**src/rtl/seqkey_pkg.sv**
```systemverilog
package seqkey_pkg;
   localparam int unsigned KEY_W     = 32;
   localparam int unsigned KEY_COUNT = 3;
   // key i sits at bits [i*KEY_W +: KEY_W]; index 0 is written first
   localparam logic [KEY_COUNT*KEY_W-1:0] DEFAULT_KEYS =
      {32'h9608_B2C1, 32'hA1E3_4F20, 32'h3A7F_5CA3};
   localparam logic [7:0] DEFAULT_GUARD_ADDR = 8'h40;
endpackage

```
**src/rtl/seqkey_decode.sv**
```systemverilog
module seqkey_decode #(
   parameter int unsigned       ADDR_W     = 8,
   parameter logic [ADDR_W-1:0] GUARD_ADDR = '0
) (
   input  logic              wr_en,
   input  logic [ADDR_W-1:0] wr_addr,
   input  logic              rd_en,
   input  logic [ADDR_W-1:0] rd_addr,
   output logic              wr_hit,
   output logic              rd_hit
);
   assign wr_hit = wr_en && (wr_addr == GUARD_ADDR);
   assign rd_hit = rd_en && (rd_addr == GUARD_ADDR);
endmodule

```
**src/rtl/seqkey_match.sv**
```systemverilog
module seqkey_match #(
   parameter int unsigned                   DATA_W   = 32,
   parameter int unsigned                   NUM_KEYS = 3,
   parameter logic [NUM_KEYS*DATA_W-1:0]    KEYS     = '0
) (
   input  logic [DATA_W-1:0]   data,
   output logic [NUM_KEYS-1:0] match
);
   for (genvar k = 0; k < NUM_KEYS; k++) begin : g_key
      assign match[k] = (data == KEYS[k*DATA_W +: DATA_W]);
   end
endmodule

```
**src/rtl/seqkey_fsm.sv**
```systemverilog
module seqkey_fsm #(
   parameter int unsigned NUM_KEYS = 3,
   parameter int unsigned STEP_W   = 2
) (
   input  logic                clk,
   input  logic                rst_n,
   input  logic                wr_hit,
   input  logic [NUM_KEYS-1:0] match,
   output logic [STEP_W-1:0]   step,
   output logic                grant
);
   logic              exp_hit;
   logic              at_last;
   logic [STEP_W-1:0] step_n;
   logic              grant_n;

   always_comb begin
      exp_hit = 1'b0;
      for (int i = 0; i < NUM_KEYS; i++) begin
         if (step == STEP_W'(i)) exp_hit = match[i];
      end
   end

   assign at_last = (step == STEP_W'(NUM_KEYS - 1));

   always_comb begin
      step_n  = step;
      grant_n = grant;
      if (wr_hit) begin
         if (grant) begin
            grant_n = 1'b0;
            step_n  = '0;
         end else if (exp_hit) begin
            if (at_last) begin
               grant_n = 1'b1;
               step_n  = '0;
            end else begin
               step_n = step + STEP_W'(1);
            end
         end else if (match[0]) begin
            step_n = STEP_W'(1);
         end else begin
            step_n = '0;
         end
      end
   end

   always_ff @(posedge clk or negedge rst_n) begin
      if (!rst_n) begin
         step  <= '0;
         grant <= 1'b0;
      end else begin
         step  <= step_n;
         grant <= grant_n;
      end
   end
endmodule

```
**src/rtl/seqkey_guard.sv**
```systemverilog
module seqkey_guard
   import seqkey_pkg::*;
#(
   parameter int unsigned                ADDR_W     = 8,
   parameter int unsigned                DATA_W     = KEY_W,
   parameter int unsigned                NUM_KEYS   = KEY_COUNT,
   parameter logic [ADDR_W-1:0]          GUARD_ADDR = DEFAULT_GUARD_ADDR,
   parameter logic [NUM_KEYS*DATA_W-1:0] KEYS       = DEFAULT_KEYS
) (
   input  logic              clk,
   input  logic              rst_n,
   input  logic              wr_en,
   input  logic [ADDR_W-1:0] wr_addr,
   input  logic [DATA_W-1:0] wr_data,
   input  logic              rd_en,
   input  logic [ADDR_W-1:0] rd_addr,
   output logic [DATA_W-1:0] rd_data,
   output logic              rd_valid,
   output logic              grant
);
   localparam int unsigned STEP_W = (NUM_KEYS > 1) ? $clog2(NUM_KEYS) : 1;

   if (NUM_KEYS < 2) begin : g_bad_keys
      $error("seqkey_guard: NUM_KEYS must be at least 2");
   end
   if (DATA_W < 8) begin : g_bad_width
      $error("seqkey_guard: DATA_W must be at least 8");
   end

   logic                wr_hit;
   logic                rd_hit;
   logic [NUM_KEYS-1:0] match;
   logic [STEP_W-1:0]   step;

   seqkey_decode #(.ADDR_W(ADDR_W), .GUARD_ADDR(GUARD_ADDR)) u_decode (
      .wr_en  (wr_en),
      .wr_addr(wr_addr),
      .rd_en  (rd_en),
      .rd_addr(rd_addr),
      .wr_hit (wr_hit),
      .rd_hit (rd_hit)
   );

   seqkey_match #(.DATA_W(DATA_W), .NUM_KEYS(NUM_KEYS), .KEYS(KEYS)) u_match (
      .data (wr_data),
      .match(match)
   );

   seqkey_fsm #(.NUM_KEYS(NUM_KEYS), .STEP_W(STEP_W)) u_fsm (
      .clk   (clk),
      .rst_n (rst_n),
      .wr_hit(wr_hit),
      .match (match),
      .step  (step),
      .grant (grant)
   );

   always_ff @(posedge clk or negedge rst_n) begin
      if (!rst_n) rd_valid <= 1'b0;
      else        rd_valid <= rd_hit;
   end

   assign rd_data = '0;
endmodule

```
**config.mk**
```make
export PLATFORM = sky130hd
export DESIGN_NAME = seqkey_guard
export DESIGN_NICKNAME = d
export VERILOG_FILES = /design/src/rtl/seqkey_pkg.sv /design/src/rtl/seqkey_decode.sv /design/src/rtl/seqkey_match.sv /design/src/rtl/seqkey_fsm.sv /design/src/rtl/seqkey_guard.sv
export SDC_FILE = /design/constraint.sdc
export NUM_CORES = 1
export LEC_CHECK = 0
export BUFFER_PORTS_ARGS = -buffer_cell sky130_fd_sc_hd__clkbuf_2
export CORE_ASPECT_RATIO = 1.1
export CORE_UTILIZATION = 30
export DETAILED_ROUTE_END_ITERATION = 10
export GPL_TIMING_DRIVEN = 1
export PLACE_DENSITY_LB_ADDON = 0.12
export SYNTH_ARGS = -nofsm -noshare
export SYNTH_HDL_FRONTEND = slang
export SYNTH_SLANG_ARGS = --single-unit
export TNS_END_PERCENT = 30
```
**constraint.sdc**
```tcl
create_clock -name clk -period 1.4 [get_ports clk]
set_input_delay 0.14 -clock clk [delete_from_list [all_inputs] [get_ports clk]]
set_output_delay 0.14 -clock clk [all_outputs]
set_load 0.01 [all_outputs]
```
==> metrics.txt, run 1 <==
Wirelength per Cell 8.58 microns; Finished Layout Cells 159; status complete, no violations; period utilization 0.934; synthesis-to-finish area growth 33.5%; Peak VDD IR 0.000225 V; Horiz. Die Dim 45.4 microns; initial DRC count 6; top-level port count 86; Worst Setup EP u_fsm.grant$_DFFE_PN0P_; Final ANT Viol Nets 0; initial core utilization 0.333; Clock Skew 0.000926 ns; max-cap violations 0; Max Freq 765 MHz; core area 0.00186 sq mm; CP required 1.55 ns; clk root buf clkbuf_4; Clock Latency Late Sink 0.24 ns; Via Count 670; Max Fanout on Critical Path 3; CTS tree done; RR Endpoint u_fsm.grant$_DFFE_PN0P_; Die Ht 49.7 microns; Post-Syn Area 621 sq um; Leak 0.000446 uW; FFs w/ async S/R, synth 1.00; syn_area_per_cell 8.17 sq um; total CTS buffers 3; DRC 0; Slowest cell on crit path dfrtp_1; dpl cell area 796 sq um; sequential area share after synthesis 0.161; Final Hold Viols 0; Clk pin slew, worst setup/hold paths 0.04 ns; pin count of the biggest net entering global routing 6; antenna fix cells 0; share of cells above drive strength 1 0.455; CTS Buffer Depth 2; post-DR vias/cell 4.21; synth unique cells 22; placed cell count 155; Synth top cells by count buf_4, nand2_1, nor4_1; fin util 0.445; final RePlAce weighted congestion 0.721; crit path launch type flop; Total Routing Usage GR 0.128; R2R Setup Slk 0.09 ns; WL final 1370 microns; CP endpoint kind flop; main flop type after synthesis dfrtp_1; CP Class reg -> reg; Setup Viol. Count Final 0; CP startpoint u_fsm.step[0]$_DFFE_PN0P_; first-pass GRT wire length 2100 microns; Ys Warns 0; biggest area consumer among synthesized cells buf_4; clock sinks 4; max-slew violations 0; Syn Inst Count 76; CP Data Arrival Time 1.45 ns; Synth Register Bits 4; die area 0.00225 sq mm; remaining global-route overflow 0; Post-synth EDFFs 0; Detailed Routing Iterations Pass 1 4; RSZ-0062 raised after global routing no; worst path cell trace nand4bb_1 > nor4b_1 > nand4_1 > o31ai_2; class of the tightest hold or removal check in -> reg; Post-DP HPWL 1290 microns; number of core rows 16; Fin Setup TNS 0 ns; H-tree depth 1; area share of the largest cell type after synthesis 0.387; PwrDens 486 mW/mm^2; r2r startpoint u_fsm.step[0]$_DFFE_PN0P_; slowest stage delay, CP 0.39 ns; Final Critical Period 1.31 ns; number of global-route vias before repair 596; post-route cell area 828 sq um; count leader, synth buf_4; post-CTS setup buffers 0; buffers added on ports 53; nets@finish 186; main area contributors after synthesis buf_4, dfrtp_1, nor4_1; FF-to-FF path depth 4; filler instances 196; initial antenna violation count 0
kinds of logic (layout without fill, tap and decap cells):
group / count (synthesis) / after routing / share of synthesized area
flip-flops: 4 / 4 / 0.161
AND/OR/NAND/NOR: 36 / 36 / 0.409
AO/OA/AOI/OAI: 3 / 3 / 0.0363
buffers and inverters: 32 / 57 / 0.387
other: 1 / 32 / 0.00604
worst min-delay path by stage:
stage / startpoint / depth (start not counted) / to
after CTS: rd_addr[1] / 2 / rd_valid$_DFF_PN0_
after detailed placement: rst_n / 1 / rd_valid$_DFF_PN0_
after global routing: rd_addr[3] / 2 / rd_valid$_DFF_PN0_
after floorplan: rst_n / 0 / rd_valid$_DFF_PN0_
final: rd_addr[0] / 2 / rd_valid$_DFF_PN0_
after global placement: rst_n / 1 / rd_valid$_DFF_PN0_
cell type report:
cell class	instances	area, sq um	share of cell area
Clock buffer	3	22.5	0.0272
Multi-Input combinational cell	71	397	0.479
Sequential cell	4	100	0.121
Tap cell	27	33.8	0.0408
Timing Repair Buffer	54	275	0.332
critical path: cells and delay by family (launching register included):
| family | cells | cell delay, ns |
|---|---|---|
| compound gates | 1 | 0.18 |
| flops | 1 | 0.39 |
| simple gates | 3 | 0.64 |
registers in the layout (all words and copies together) (netlist names):
| signal | flops |
|---|---|
| u_fsm.step | 2 |
| rd_valid | 1 |
| u_fsm.grant | 1 |
routing by layer:
layer / vias to the layer above / track usage / part of all wire
met5: - / 0 / 0
met4: 0 / 0.0758 / 0.010
met3: 2 / 0.0330 / 0.099
met2: 47 / 0.237 / 0.55
met1: 291 / 0.117 / 0.33
li1: 330 / - / -
through the flow:
stage / hold slack, ns / total power, uW / setup WS (ns)
floorplan: -0.156 / 238 / 0.191
global placement: -0.0493 / 253 / 0.0166
detailed placement: -0.0511 / 255 / -0.00401
CTS: 0.0517 / 407 / 0.0672
global route: 0.0618 / 435 / 0.00976
finish: 0.0590 / 402 / 0.0924
power breakdown:
group          switching, uW  total, uW  leakage, uW  internal (uW)
combinational           76.2        140     0.000377           63.8
clock                   49.9        146    0.0000138           96.1
sequential            0.0120        116    0.0000559            116
total                    126        402     0.000446            276
timing repair:
item	4_1_cts	5_1_grt
hold buffers	1	0
endpoints found under the hold margin	4	0
resized for setup	0	0
placed cells by master, fill, tap and decap left out:
cell            n
nand4_1         4
nand2b_1        1
and4b_1         1
o31ai_2         1
conb_1         32
o21ai_1         2
nor4_4          1
nor4b_1         1
or4_1           1
or4b_4          1
nor3b_2         1
nor2_1          1
dlygate4sd3_1   1
clkbuf_2       53
clkbuf_4        3
nand3_1         1
nand4bb_1       1
nand3b_1        1
nand2_1         8
nor4_1          8
dfrtp_1         4
nor3_1          1
or4b_1          1
nand4b_1        3
Power figures use the tool's default switching activity.
==> run 2: changes to the inputs <==
ABC_AREA = 1   (was unset)
CORE_ASPECT_RATIO = unset   (was 1.1)
CORE_UTILIZATION = 35   (was 30)
==> metrics.txt, run 2 <==
main area contributors after synthesis buf_4, nand2_1, nor2_1; Post-DP HPWL 1640 microns (+27%); synth unique cells 17 (-23%); CTS tree done; initial antenna violation count 0 (unchanged); Die Ht 50.8 microns (+2.1%); PwrDens 428 mW/mm^2 (-12%); WL final 1780 microns (+30%); CP required 1.57 ns (+0.02 ns); CP endpoint kind flop; Clock Skew 0.00359 ns (+0.00267 ns); max reg flops 2 (unchanged); highest metal used met3; CTS Buffer Depth 2 (unchanged); Fin Setup TNS 0 ns (unchanged); Setup Viol. Count Final 0 (unchanged); Final Critical Period 1.09 ns (-0.217 ns); Finished Layout Cells 238 (+50%); class of the tightest hold or removal check in -> reg; Max Freq 917 MHz (+20%); Total Routing Usage GR 0.138 (+0.0105); final RePlAce weighted congestion 0.754 (+4.6%); remaining global-route overflow 0 (unchanged); Detailed Routing Iterations Pass 1 4 (unchanged); Clock Latency Late Sink 0.23 ns (about the same); synthesis-to-finish area growth 25.1%; Wirelength per Cell 7.47 microns (-13%); core area 0.00223 sq mm (+20%); metal1 wirelength 761 microns (+67%); Via Count 951 (+42%); PostCTS Resize Cnt 0 (unchanged); max-slew violations 0 (unchanged); DRC 0 (unchanged); CP Data Arrival Time 1.26 ns (-0.19 ns); filler instances 269 (+37%); Post-synth EDFFs 0 (unchanged); H-tree depth 1 (unchanged); Ys Warns 0 (unchanged); placed cell count 234 (+51%); max-cap violations 0 (unchanged); Synth top cells by count nand2_1, nor2_1, buf_4; number of global-route vias before repair 741 (+24%); registers with the most flip-flops u_fsm.step (2), rd_valid (1), u_fsm.grant (1); commonest non-fill, non-tap cell in the layout clkbuf_2; clk root buf clkbuf_4; area share of the largest cell type after synthesis 0.289 (-0.0984); Clk pin slew, worst setup/hold paths 0.03 ns (about the same); Synth Register Bits 4 (unchanged); hold_sp rd_addr[1]; Horiz. Die Dim 50.8 microns (+12%); die area 0.00258 sq mm (+14%); Peak VDD IR 0.000339 V (+51%); main flop type after synthesis dfrtp_1; nets@finish 264 (+42%); number of core rows 17 (+1); crit path launch type flop; Top reg by flops u_fsm.step; syn_area_per_cell 5.40 sq um (-34%); initial DRC count 20 (+14); FFs w/ async S/R, synth 1.00 (unchanged); Syn Inst Count 154 (+100%); sequential area share after synthesis 0.120 (-0.0410); buffers added on ports 53 (unchanged); status complete, no violations; clock sinks 4 (unchanged); DR WL met3 178 microns (+32%); period utilization 0.779 (-0.155); top-level port count 86 (unchanged); CP startpoint u_fsm.step[1]$_DFFE_PN0P_; CP Class reg -> reg; post-DR vias/cell 4.00 (-5.2%); RSZ-0062 raised after global routing no; pin count of the biggest net entering global routing 5 (-1); antenna fix cells 0 (unchanged); biggest area consumer among synthesized cells buf_4; Max Fanout on Critical Path 3 (unchanged); metal2 WL 838 microns (+11%); count leader, synth nand2_1; r2r startpoint u_fsm.step[1]$_DFFE_PN0P_; Final Hold Viols 0 (unchanged); share of cells above drive strength 1 0.305 (-0.150); Leak 0.000637 uW (+43%); most frequent cells in the layout clkbuf_2, nand2_1, nor2_1; total CTS buffers 3 (unchanged); first-pass GRT wire length 2750 microns (+31%); initial core utilization 0.373 (+0.0392); Final ANT Viol Nets 0 (unchanged); Post-Syn Area 832 sq um (+34%)
-- run 2: changes by cell type in the layout (fill, tap and decap cells not counted), moves of 3 or more --
cell and delta:
nand4b_1 -3, nor2_1 +34, nand3_1 +7, inv_1 +19, nand2_1 +29, nor4_1 -6
inv_2 +4
-- run 2: report_power, final --
| part | switching, uW | leakage (uW) | internal (uW) | total (uW) |
|---|---|---|---|---|
| clock network | 44.6 | 0.0000138 | 95.7 | 140 |
| logic | 109 | 0.000572 | 76.2 | 185 |
| registers | 1.17 | 0.0000513 | 119 | 120 |
| total | 155 | 0.000637 | 291 | 445 |
-- run 2: layer usage --
layer / global-route usage / vias to the layer above
li1: - / 514
met4: 0.0278 / 0
met2: 0.240 / 56
met1: 0.173 / 381
met5: 0 / -
met3: 0.0303 / 0
-- run 2: worst paths after layout --
path | slack, ns | cells past startpoint | endpoint
max in group asynchronous | 1.03 | 2 | rd_valid$_DFF_PN0_
max reg2reg | 0.31 | 9 | u_fsm.step[1]$_DFFE_PN0P_
min | 0.07 | 2 | rd_valid$_DFF_PN0_
max | 0.31 | 9 | u_fsm.step[1]$_DFFE_PN0P_
min reg2reg | 0.52 | 2 | u_fsm.grant$_DFFE_PN0P_
min in group asynchronous | 0.25 | 2 | u_fsm.grant$_DFFE_PN0P_
-- run 2: metrics by stage --
step                      cell area, sq um  power, uW  hold slack [ns]   util  worst slack [ns]
after floorplan                        948        277           -0.156      -             0.415
after global placement                1010        299          -0.0499  0.452             0.230
after detailed placement              1010        303          -0.0502  0.452             0.253
after CTS                             1040        457           0.0546  0.466             0.296
after global routing                  1040        487           0.0742  0.466             0.196
final                                 1040        445           0.0683  0.466             0.309
-- run 2: area by class of cell --
type	instances	area (sq um)	area share
multi-input combinational	126	522	0.501
tap	28	35.0	0.0337
sequential	4	100	0.0962
timing repair buffer	54	275	0.264
inverter	23	86.3	0.0829
clock buffer	3	22.5	0.0216
-- run 2: timing repair --
action,4_1_cts,5_1_grt
setup buffers,0,0
endpoints found under the hold margin,4,0
hold buffers,1,0
-- run 2: cell families (layout without fill, tap and decap cells) --
logic type,count (synthesis),count (layout),synth area share
buffers and inverters,55,80,0.392
flip-flops,4,4,0.120
other,1,32,0.00451
AO/OA/AOI/OAI,2,2,0.0135
AND/OR/NAND/NOR,92,92,0.469
-- run 2: worst max-delay path, cell delays in order (launching register included) --
cell and delay [ns]:
dfrtp_1 0.39, nor2_1 0.15, nand2_1 0.07, nor2_1 0.08, nand3_1 0.08, nand2_1 0.07, nand2_1 0.04, nand2_1 0.05
nand2_1 0.04, nand2_1 0.05
==> run 3: changes to the inputs <==
ABC_AREA = 0   (was 1)
CORE_UTILIZATION = 27   (was 35)
clock period = 0.98 ns   (was 1.4 ns; I/O delays follow)
==> metrics.txt, run 3 (synthesized netlist as in run 1, its figures left out) <==
Psw 184 uW (+19%); synthesis-to-finish area growth 46.4%; violated checks setup timing; RSZ-0062 raised after global routing yes; worst path cell trace nand4bb_1 > nor4b_2 > nand4_1 > o31ai_2; crit path launch type flop; pin count of the biggest net entering global routing 5 (unchanged); CP Class reg -> reg; clk root buf clkbuf_4; Clock Latency Late Sink 0.23 ns (about the same); buffers added on ports 53 (unchanged); CTS tree done; dpl cell area 863 sq um (-14%); total CTS buffers 3 (unchanged); WL final 1480 microns (-17%); PwrDens 649 mW/mm^2 (+52%); Final Critical Period 1.20 ns (+0.112 ns); registers with the most flip-flops u_fsm.step (2), rd_valid (1), u_fsm.grant (1); post-route cell area 908 sq um (-13%); Reg power frac 0.282 (+0.013); clock sinks 4 (unchanged); class of the tightest hold or removal check in -> reg; Top reg by flops u_fsm.step; first-pass GRT wire length 2410 microns (-12%); metal2 WL 769 microns (-8.2%); DR WL met3 129 microns (-28%); Clk network pwr share 0.348 (+0.033); Peak VDD IR 0.000429 V (+26%); slowest stage delay, CP 0.37 ns (-0.02 ns); Detailed Routing Iterations Pass 1 3 (-1); most frequent cells in the layout clkbuf_2, conb_1, buf_4; final RePlAce weighted congestion 0.702 (-6.9%); number of global-route vias before repair 612 (-17%); placed cell count 164 (-30%); max reg flops 2 (unchanged); Switching Fraction 0.313 (-0.0345); CP required 1.13 ns (-0.44 ns); Clk pin slew, worst setup/hold paths 0.04 ns (about the same); Horiz. Die Dim 49.9 microns (-1.6%); metal1 wirelength 583 microns (-23%); combinational power share 0.370 (-0.046); nets@finish 195 (-26%); highest metal used met3; CP Data Arrival Time 1.35 ns (+0.09 ns); Worst Slack Setup Final -0.223 ns (-0.532 ns); Finished Layout Cells 168 (-29%); share of cells above drive strength 1 0.504 (+0.199); top-level port count 86 (unchanged); CP endpoint kind flop; Max Fanout on Critical Path 2 (-1); antenna fix cells 0 (unchanged); initial antenna violation count 0 (unchanged); Power Total 589 uW (+32%); Clock Skew 0.00189 ns (-0.00170 ns); Setup Viol. Count Final 2 (+2); number of core rows 16 (-1); CTS Buffer Depth 2 (unchanged); post-DR vias/cell 4.18 (+4.6%); Leak 0.000493 uW (-23%); die area 0.00249 sq mm (-3.2%); Int Pwr 405 uW (+39%); Top delay family on crit path simple AND/OR/NAND/NOR gates; Slowest cell on crit path dfrtp_1; commonest non-fill, non-tap cell in the layout clkbuf_2; Via Count 702 (-26%); period utilization 1.23 (+0.448); core area 0.00206 sq mm (-7.7%); H-tree depth 1 (unchanged); DRC 0 (unchanged); Post-DP HPWL 1350 microns (-18%); Max Freq 831 MHz (-9.3%); remaining global-route overflow 0 (unchanged); max-slew violations 0 (unchanged); initial core utilization 0.301 (-0.0716); status finished, violations left; Buf+Inv Stages, Crit Path 0 (unchanged); Total Routing Usage GR 0.123 (-0.0146); Die Ht 49.9 microns (-1.6%); Wirelength per Cell 8.82 microns (+18%); Final Hold Viols 0 (unchanged); initial DRC count 2 (-90%); max-cap violations 0 (unchanged); Final ANT Viol Nets 0 (unchanged)
[run 3: changes by cell type in the layout (fill, tap and decap cells not counted), moves of 3 or more]
cell / before / now
inv_1: 19 / 0
nand2_1: 37 / 8
buf_4: 0 / 9
nand4b_1: 0 / 3
inv_2: 4 / 0
nor4_1: 2 / 7
nor2_1: 35 / 1
nand3_1: 8 / 1
[run 3: per-stage QoR]
stage | TNS (ns) | utilization | hold slack (ns) | setup WS [ns]
detailed placement | -0.807 | 0.419 | -0.0890 | -0.390
CTS | -0.339 | 0.441 | 0.0164 | -0.227
finish | -0.295 | 0.441 | 0.0254 | -0.223
global placement | -0.818 | 0.419 | -0.0891 | -0.372
floorplan | -0.371 | - | -0.198 | -0.212
global route | -0.510 | 0.441 | 0.0192 | -0.325
[run 3: routing by layer]
metal	track usage	vias to the layer above
met5	0	-
met4	0.0571	0
met3	0.0185	0
met2	0.221	49
met1	0.142	306
li1	-	347
[run 3: worst paths after layout]
| path | start | end | slack [ns] | depth (start not counted) |
|---|---|---|---|---|
| worst max-delay path | u_fsm.step[0]$_DFFE_PN0P_ | u_fsm.grant$_DFFE_PN0P_ | -0.22 | 4 |
| worst min-delay path | rd_addr[3] | rd_valid$_DFF_PN0_ | 0.03 | 2 |
| worst max register to register | u_fsm.step[0]$_DFFE_PN0P_ | u_fsm.grant$_DFFE_PN0P_ | -0.22 | 4 |
| worst min register to register | u_fsm.grant$_DFFE_PN0P_ | u_fsm.grant$_DFFE_PN0P_ | 0.56 | 2 |
| max in group asynchronous | rst_n | u_fsm.step[1]$_DFFE_PN0P_ | 0.65 | 2 |
| min in group asynchronous | rst_n | u_fsm.grant$_DFFE_PN0P_ | 0.21 | 2 |
[run 3: timing repair]
item                       CTS  global route
buffers inserted             0             0
setup endpoints to repair    3             4
pin swaps                    3             2
hold buffers                 1             0
hold endpoints to repair     4             0
gates resized for setup      2             0
[run 3: cell type report]
cell class / count / area, sq um
multi-input combinational: 71 / 409
clock buffer: 3 / 22.5
timing repair buffer: 63 / 343
tap: 27 / 33.8
fill: 227 / 1150
sequential: 4 / 100
[run 3: power by group through the flow]
| stage | Sequential [uW] | Clock, uW | Combinational [uW] |
|---|---|---|---|
| floorplan | 168 | 0 | 172 |
| global placement | 168 | 0 | 206 |
| detailed placement | 168 | 0 | 210 |
| CTS | 166 | 216 | 216 |
| global route | 166 | 237 | 241 |
| finish | 166 | 205 | 218 |
